[config.mk]
export PLATFORM = sky130hd
export DESIGN_NAME = adapter_init_seq
export DESIGN_NICKNAME = d
export VERILOG_FILES = /design/src/rtl/adinit_pkg.sv /design/src/rtl/adinit_wait_timer.sv /design/src/rtl/adinit_rst_bank.sv /design/src/rtl/adinit_cfg_regs.sv /design/src/rtl/adapter_init_seq.sv
export SDC_FILE = /design/constraint.sdc
export NUM_CORES = 1
export LEC_CHECK = 0
export ABC_AREA = 1
export BUFFER_PORTS_ARGS = -buffer_cell sky130_fd_sc_hd__buf_4
export CORE_ASPECT_RATIO = 1.75
export CORE_MARGIN = 2
export CORE_UTILIZATION = 49
export DETAILED_ROUTE_END_ITERATION = 8
export GPL_ROUTABILITY_DRIVEN = 0
export PLACE_DENSITY = 0.75
export SETUP_SLACK_MARGIN = 0.5
export SYNTH_ARGS = -nofsm -noshare
export SYNTH_HDL_FRONTEND = slang
export SYNTH_HIERARCHICAL = 1
export SYNTH_SLANG_ARGS = --single-unit
[constraint.sdc]
create_clock -name clk -period 1.5 [get_ports clk]
set_input_delay 0 -clock clk [delete_from_list [all_inputs] [get_ports clk]]
set_output_delay 0 -clock clk [all_outputs]
set_load 0.02 [all_outputs]
[src/rtl/adinit_pkg.sv]
package adinit_pkg;

  typedef enum logic [3:0] {
    ST_IDLE,
    ST_EN_WAIT,
    ST_OP_CORE,
    ST_OP_ASSERT,
    ST_OP_HOLD,
    ST_REL_CORE,
    ST_REL_HOST,
    ST_REL_FIFO,
    ST_WR_IRQ,
    ST_WR_THR
  } seq_state_e;

  typedef enum logic [2:0] {
    RC_KEEP,
    RC_UP_CORE,
    RC_UP_HOST,
    RC_UP_FIFO,
    RC_ALL_DOWN
  } rst_cmd_e;

  localparam int unsigned NUM_LINES = 3;
  localparam int unsigned LINE_CORE = 0;
  localparam int unsigned LINE_HOST = 1;
  localparam int unsigned LINE_FIFO = 2;

endpackage

[src/rtl/adinit_wait_timer.sv]
module adinit_wait_timer #(
  parameter int unsigned CNT_W = 8
) (
  input  logic             clk,
  input  logic             rst_n,
  input  logic             load,
  input  logic [CNT_W-1:0] load_val,
  input  logic             run,
  output logic             expired
);

  logic [CNT_W-1:0] cnt_q;
  logic [CNT_W-1:0] cnt_d;
  logic             cnt_en;

  always_comb begin
    cnt_en = 1'b0;
    cnt_d  = cnt_q;
    if (load) begin
      cnt_en = 1'b1;
      cnt_d  = load_val;
    end else if (run && (cnt_q != '0)) begin
      cnt_en = 1'b1;
      cnt_d  = cnt_q - 1'b1;
    end
  end

  always_ff @(posedge clk or negedge rst_n) begin
    if (!rst_n) begin
      cnt_q <= '0;
    end else if (cnt_en) begin
      cnt_q <= cnt_d;
    end
  end

  assign expired = (cnt_q == '0);

  // a running count only ever moves down by one
  a_r4_count_steps_down: assert property (@(posedge clk) disable iff (!rst_n)
    (run && !load && !expired) |=> (cnt_q == $past(cnt_q) - 1'b1));

endmodule

[src/rtl/adinit_rst_bank.sv]
module adinit_rst_bank
  import adinit_pkg::*;
(
  input  logic                 clk,
  input  logic                 rst_n,
  input  rst_cmd_e             cmd,
  output logic [NUM_LINES-1:0] line_n
);

  logic [NUM_LINES-1:0] line_q;

  for (genvar gi = 0; gi < NUM_LINES; gi++) begin : g_line
    rst_cmd_e up_code;
    logic     line_d;
    logic     line_en;

    always_comb begin
      case (gi)
        LINE_CORE: up_code = RC_UP_CORE;
        LINE_HOST: up_code = RC_UP_HOST;
        default:   up_code = RC_UP_FIFO;
      endcase
    end

    always_comb begin
      line_en = 1'b0;
      line_d  = line_q[gi];
      if (cmd == RC_ALL_DOWN) begin
        line_en = 1'b1;
        line_d  = 1'b0;
      end else if (cmd == up_code) begin
        line_en = 1'b1;
        line_d  = 1'b1;
      end
    end

    always_ff @(posedge clk or negedge rst_n) begin
      if (!rst_n) begin
        line_q[gi] <= 1'b0;
      end else if (line_en) begin
        line_q[gi] <= line_d;
      end
    end
  end

  assign line_n = line_q;

endmodule

[src/rtl/adinit_cfg_regs.sv]
module adinit_cfg_regs #(
  parameter int unsigned      REG_W   = 8,
  parameter logic [REG_W-1:0] IRQ_VAL = '0,
  parameter logic [REG_W-1:0] THR_VAL = '0
) (
  input  logic             clk,
  input  logic             rst_n,
  input  logic             we_irq,
  input  logic             we_thr,
  output logic [REG_W-1:0] irq_q,
  output logic [REG_W-1:0] thr_q
);

  always_ff @(posedge clk or negedge rst_n) begin
    if (!rst_n) begin
      irq_q <= '0;
    end else if (we_irq) begin
      irq_q <= IRQ_VAL;
    end
  end

  always_ff @(posedge clk or negedge rst_n) begin
    if (!rst_n) begin
      thr_q <= '0;
    end else if (we_thr) begin
      thr_q <= THR_VAL;
    end
  end

  // the threshold changes only once interrupt control is programmed
  a_r7_thresh_after_irq: assert property (@(posedge clk) disable iff (!rst_n)
    !$stable(thr_q) |-> (irq_q == IRQ_VAL));

endmodule

[src/rtl/adapter_init_seq.sv]
module adapter_init_seq
  import adinit_pkg::*;
#(
  parameter int unsigned UNIT_CYCLES  = 2,
  parameter int unsigned HOLD_UNITS   = 100,
  parameter int unsigned ENABLE_UNITS = 100,
  parameter int unsigned REG_W        = 8,
  parameter int unsigned SYS_IRQ_BIT  = 0,
  parameter int unsigned BUS_ERR_BIT  = 7,
  parameter int unsigned FIFO_THRESH  = 30
) (
  input  logic             clk,
  input  logic             rst_n,
  input  logic             open_req,
  input  logic             close_req,
  input  logic             enable_req,
  output logic             core_rst_n,
  output logic             host_rst_n,
  output logic             fifo_rst_n,
  output logic [REG_W-1:0] irq_ctrl,
  output logic [REG_W-1:0] fifo_thresh,
  output logic             busy,
  output logic             done
);

  localparam int unsigned HOLD_CYC = HOLD_UNITS * UNIT_CYCLES;
  localparam int unsigned EN_CYC   = ENABLE_UNITS * UNIT_CYCLES;
  localparam int unsigned MAX_CYC  = (HOLD_CYC > EN_CYC) ? HOLD_CYC : EN_CYC;
  localparam int unsigned CNT_W    = $clog2(MAX_CYC + 1);
  localparam logic [REG_W-1:0] IRQ_VAL = REG_W'(1 << SYS_IRQ_BIT) | REG_W'(1 << BUS_ERR_BIT);
  localparam logic [REG_W-1:0] THR_VAL = REG_W'(FIFO_THRESH);

  seq_state_e           state_q, state_d;
  rst_cmd_e             rcmd;
  logic                 t_load, t_run, t_expired;
  logic [CNT_W-1:0]     t_val;
  logic                 we_irq, we_thr;
  logic                 done_q, done_d;
  logic [NUM_LINES-1:0] lines;

  always_comb begin
    state_d = state_q;
    rcmd    = RC_KEEP;
    t_load  = 1'b0;
    t_val   = '0;
    t_run   = 1'b0;
    we_irq  = 1'b0;
    we_thr  = 1'b0;
    done_d  = 1'b0;
    case (state_q)
      ST_IDLE: begin
        if (close_req) begin
          rcmd   = RC_ALL_DOWN;
          done_d = 1'b1;
        end else if (open_req) begin
          state_d = ST_OP_CORE;
        end else if (enable_req) begin
          rcmd    = RC_UP_CORE;
          t_load  = 1'b1;
          t_val   = CNT_W'(EN_CYC - 1);
          state_d = ST_EN_WAIT;
        end
      end
      ST_EN_WAIT: begin
        t_run = 1'b1;
        if (t_expired) begin
          state_d = ST_IDLE;
          done_d  = 1'b1;
        end
      end
      ST_OP_CORE: begin
        rcmd    = RC_UP_CORE;
        state_d = ST_OP_ASSERT;
      end
      ST_OP_ASSERT: begin
        rcmd    = RC_ALL_DOWN;
        t_load  = 1'b1;
        t_val   = CNT_W'(HOLD_CYC - 1);
        state_d = ST_OP_HOLD;
      end
      ST_OP_HOLD: begin
        t_run = 1'b1;
        if (t_expired) state_d = ST_REL_CORE;
      end
      ST_REL_CORE: begin
        rcmd    = RC_UP_CORE;
        state_d = ST_REL_HOST;
      end
      ST_REL_HOST: begin
        rcmd    = RC_UP_HOST;
        state_d = ST_REL_FIFO;
      end
      ST_REL_FIFO: begin
        rcmd    = RC_UP_FIFO;
        state_d = ST_WR_IRQ;
      end
      ST_WR_IRQ: begin
        we_irq  = 1'b1;
        state_d = ST_WR_THR;
      end
      ST_WR_THR: begin
        we_thr  = 1'b1;
        done_d  = 1'b1;
        state_d = ST_IDLE;
      end
      default: state_d = ST_IDLE;
    endcase
  end

  always_ff @(posedge clk or negedge rst_n) begin
    if (!rst_n) begin
      state_q <= ST_IDLE;
      done_q  <= 1'b0;
    end else begin
      state_q <= state_d;
      done_q  <= done_d;
    end
  end

  adinit_wait_timer #(.CNT_W(CNT_W)) u_timer (
    .clk      (clk),
    .rst_n    (rst_n),
    .load     (t_load),
    .load_val (t_val),
    .run      (t_run),
    .expired  (t_expired)
  );

  adinit_rst_bank u_rst (
    .clk    (clk),
    .rst_n  (rst_n),
    .cmd    (rcmd),
    .line_n (lines)
  );

  adinit_cfg_regs #(.REG_W(REG_W), .IRQ_VAL(IRQ_VAL), .THR_VAL(THR_VAL)) u_cfg (
    .clk    (clk),
    .rst_n  (rst_n),
    .we_irq (we_irq),
    .we_thr (we_thr),
    .irq_q  (irq_ctrl),
    .thr_q  (fifo_thresh)
  );

  assign core_rst_n = lines[LINE_CORE];
  assign host_rst_n = lines[LINE_HOST];
  assign fifo_rst_n = lines[LINE_FIFO];
  assign busy       = (state_q != ST_IDLE);
  assign done       = done_q;

  // every reset stays asserted while the hold interval runs
  a_r4_hold_all_low: assert property (@(posedge clk) disable iff (!rst_n)
    (state_q == ST_OP_HOLD) |-> (lines == '0));

  // the host interface is released only after the core
  a_r5_host_after_core: assert property (@(posedge clk) disable iff (!rst_n)
    $rose(host_rst_n) |-> (core_rst_n && $past(core_rst_n)));

  // the FIFO is released only after the host interface
  a_r5_fifo_after_host: assert property (@(posedge clk) disable iff (!rst_n)
    $rose(fifo_rst_n) |-> (host_rst_n && $past(host_rst_n)));

  // interrupt control changes only with every reset released
  a_r6_irq_after_release: assert property (@(posedge clk) disable iff (!rst_n)
    !$stable(irq_ctrl) |-> (core_rst_n && host_rst_n && fifo_rst_n));

  // completion is reported only on the return to idle
  a_r9_done_in_idle: assert property (@(posedge clk) disable iff (!rst_n)
    done |-> !busy);

endmodule

==> impl_metrics.tcl <==
set metrics [dict create \
    outcome "complete, but fails checks" \
    violations "setup timing" \
    synth_edf_count 0 \
    cts_buffers 3 \
    cts_max_level 1 \
    viasPerCell 5.33 \
    die_x_microns 43.8 \
    grtUsageTotal_pct 21.9 \
    max_freq_mhz 658 \
    yosys.area.top_type "dfrtp_1" \
    postPlaceCellArea_sq_um 1540 \
    worst_r2r_startpoint "state_q[3]$_DFFE_PN0P_" \
    drc 0 \
    worstPathMaxFanout 4 \
    skew_ps 3.64 \
    core_area_sq_um 2660 \
    routed_wl_microns 3770 \
    crit_path_start "state_q[3]$_DFFE_PN0P_" \
    grt_pass1_vias 1277 \
    drt_first_iter_violations 50 \
    tns_ps -33.3 \
    drive_gt1_share_pct 46.7 \
    grt_busiest_layer "met2" \
    final_common_cell "nand2_1" \
    place_inst 233 \
    critPathMaxStageDelay_ps 460 \
    p_leak_nw 0.959 \
    cp_slowest_cell "dfrtp_2" \
    fin_crit_ps 1520 \
    design.die.area_sq_um 3220 \
    worst_slack_ps -19.1 \
    grt_max_degree 19 \
    met2_usage_pct 40.5 \
    vias 1344 \
    hold_viol 0 \
    drt-pass1-iter-count 4 \
    met1_usage_pct 21.6 \
    min_path_type "input port to register" \
    chipHeight_microns 73.6 \
    synth_flop_cell "dfrtp_1" \
    ys_ff_latch 18 \
    path_clk_slew_ps 70 \
    met3_usage_pct 3.19 \
    critPathRequiredTime_ps 1700 \
    antenna_found_initial 0 \
    synthArstFlopShare_pct 100 \
    fin_area_sq_um 1860 \
    avgRoutedWirePerCell_microns 14.9 \
    n_antenna_cell 0 \
    whs_ps 136 \
    power.density_nw_per_um2 1130 \
    syn_avg_cell_area_sq_um 7.17 \
    multiInputGateArea_sq_um 880 \
    yosysSeqAreaShare_pct 33.2 \
    register_area_sq_um 457 \
    clock-sinks 18 \
    synth_area_leaders "dfrtp_1 33%, nand2_1 14%, buf_4 8.3%, nand3_1 7.4%, inv_1 6.9%" \
    post-route-period-util_pct 101 \
    synthCells 189 \
    grt-ovfl-total 0 \
    syn_to_final_growth_pct 37.6 \
    nFillCells 213 \
    yosysTopAreaCellShare_pct 33.2 \
    cts_tree "yes" \
    num_rows 25 \
    criticalPathCategory "register to register" \
    numPortBuffers 15 \
    yosysWarnings 6 \
    setup_viol 3 \
    clk_latency_ps 260 \
    min-delay-start "close_req" \
    layout.cells.non_filler 252 \
    syn_area_sq_um 1360 \
    start_util_pct 51.0 \
    hpwl_microns 2310 \
    path_cells "nor2_4 -> inv_2 -> nor2_4 -> inv_2 -> o31ai_4 -> o21ai_4 -> buf_6 -> nor2_2 -> nand2_1 -> nand2_1" \
    cts_buffer_depth 2 \
    worstPathArrival_ps 1720 \
    antenna_left 0 \
    grt_first_pass_wirelength_microns 5250 \
    layout_common_cells "37 x nand2_1, 25 x buf_4, 17 x inv_1, 17 x nand3_1" \
    slew_violations 0 \
    rsz0062_at_grt "true" \
    synth_cell_types 27 \
    postLayoutCoreUtil_pct 70.1 \
    maxCapViolCount 0 \
    fin_nets 233 \
    critPathCaptureType "register" \
    ios 26 \
    peakVddDrop_v 0.000858 \
    crit_path_start_kind "register" \
    clock-root-buffer "clkbuf_8" \
]
critical path, delay by kind of cell (launching register included):
| family | cells | cell delay (ps) |
|---|---|---|
| and+or+nand+nor | 5 | 520 |
| DFF | 1 | 460 |
| AOI/OAI and AO/OA | 2 | 200 |
| buffers and inverters | 3 | 280 |
logic make-up after synthesis:
| kind of cell | Yosys count | synth area share, % |
|---|---|---|
| AO/OA/AOI/OAI | 14 | 7.94 |
| XOR/XNOR | 2 | 1.29 |
| adder cells (fa/ha/maj) | 2 | 1.85 |
| buffers and inverters | 46 | 17.5 |
| flip-flops | 18 | 33.2 |
| other | 2 | 0.554 |
| AND/OR/NAND/NOR | 105 | 37.7 |
power breakdown:
part           total, mW  switching, mW  internal (mW)
Clock              0.413          0.179          0.234
Sequential         0.794          0.179          0.615
Combinational      0.902          0.513          0.388
flip-flops by register name (all words and copies together), names as in the netlist:
signal	count
done	1
u_cfg/irq_q	1
u_cfg/thr_q	1
u_timer/cnt_q	8
state_q	4
u_rst/line_n	3
synthesized netlist by cell type, types with 2 or more instances:
library cell,number
dfrtp_1,18
nand3_2,4
o21ai_0,4
inv_2,4
ha_1,2
nor2_2,4
nand2_1,49
inv_1,25
or2_2,2
nand3_1,20
o211ai_1,2
o21ai_2,5
nand2_2,2
buf_4,15
nand4_1,2
conb_1,2
nor2_4,4
nor2_1,16
layout make-up:
| cell class | instances | area share (%) |
|---|---|---|
| clock buffers | 4 | 2.95 |
| inverters | 30 | 6.44 |
| multi-input cells | 137 | 47.2 |
| flip-flops and latches | 18 | 24.5 |
| well taps | 27 | 1.81 |
| repair buffers | 36 | 17.1 |
routing by layer:
layer | vias up | wire, microns
met2 | 48 | 2210
met1 | 638 | 1240
met5 | - | 0
met3 | 24 | 108
met4 | 0 | 210
li1 | 634 | -
per-stage QoR:
stage | setup WS (ps) | power, mW
after floorplan | 72.5 | 1.35
after global placement | 63.0 | 1.46
after detailed placement | 9.38 | 1.51
after CTS | 77.7 | 2.03
after global routing | -97.1 | 2.25
final | -19.1 | 2.11
final timing paths:
check,cells past startpoint,endpoint,slack (ps)
min in group asynchronous,2,u_cfg/thr_q[1]$_DFFE_PN0P_,150
max,10,u_timer/cnt_q[7]$_DFFE_PN0P_,-20
max in group asynchronous,2,state_q[1]$_DFFE_PN0P_,1120
min reg2reg,2,u_cfg/irq_q[0]$_DFFE_PN0P_,490
min,3,done$_DFF_PN0_,140
max reg2reg,10,u_timer/cnt_q[7]$_DFFE_PN0P_,-20
timing repair:
item                                    in CTS  in global routing
gates resized for setup                     13                 42
setup buffers                               10                  3
gates cloned                                 0                  1
endpoints found under the setup margin      17                 19
hold buffers                                 1                  0
hold endpoints to repair                    18                  0
pin swaps                                    5                 15
Power figures use the tool's default switching activity.
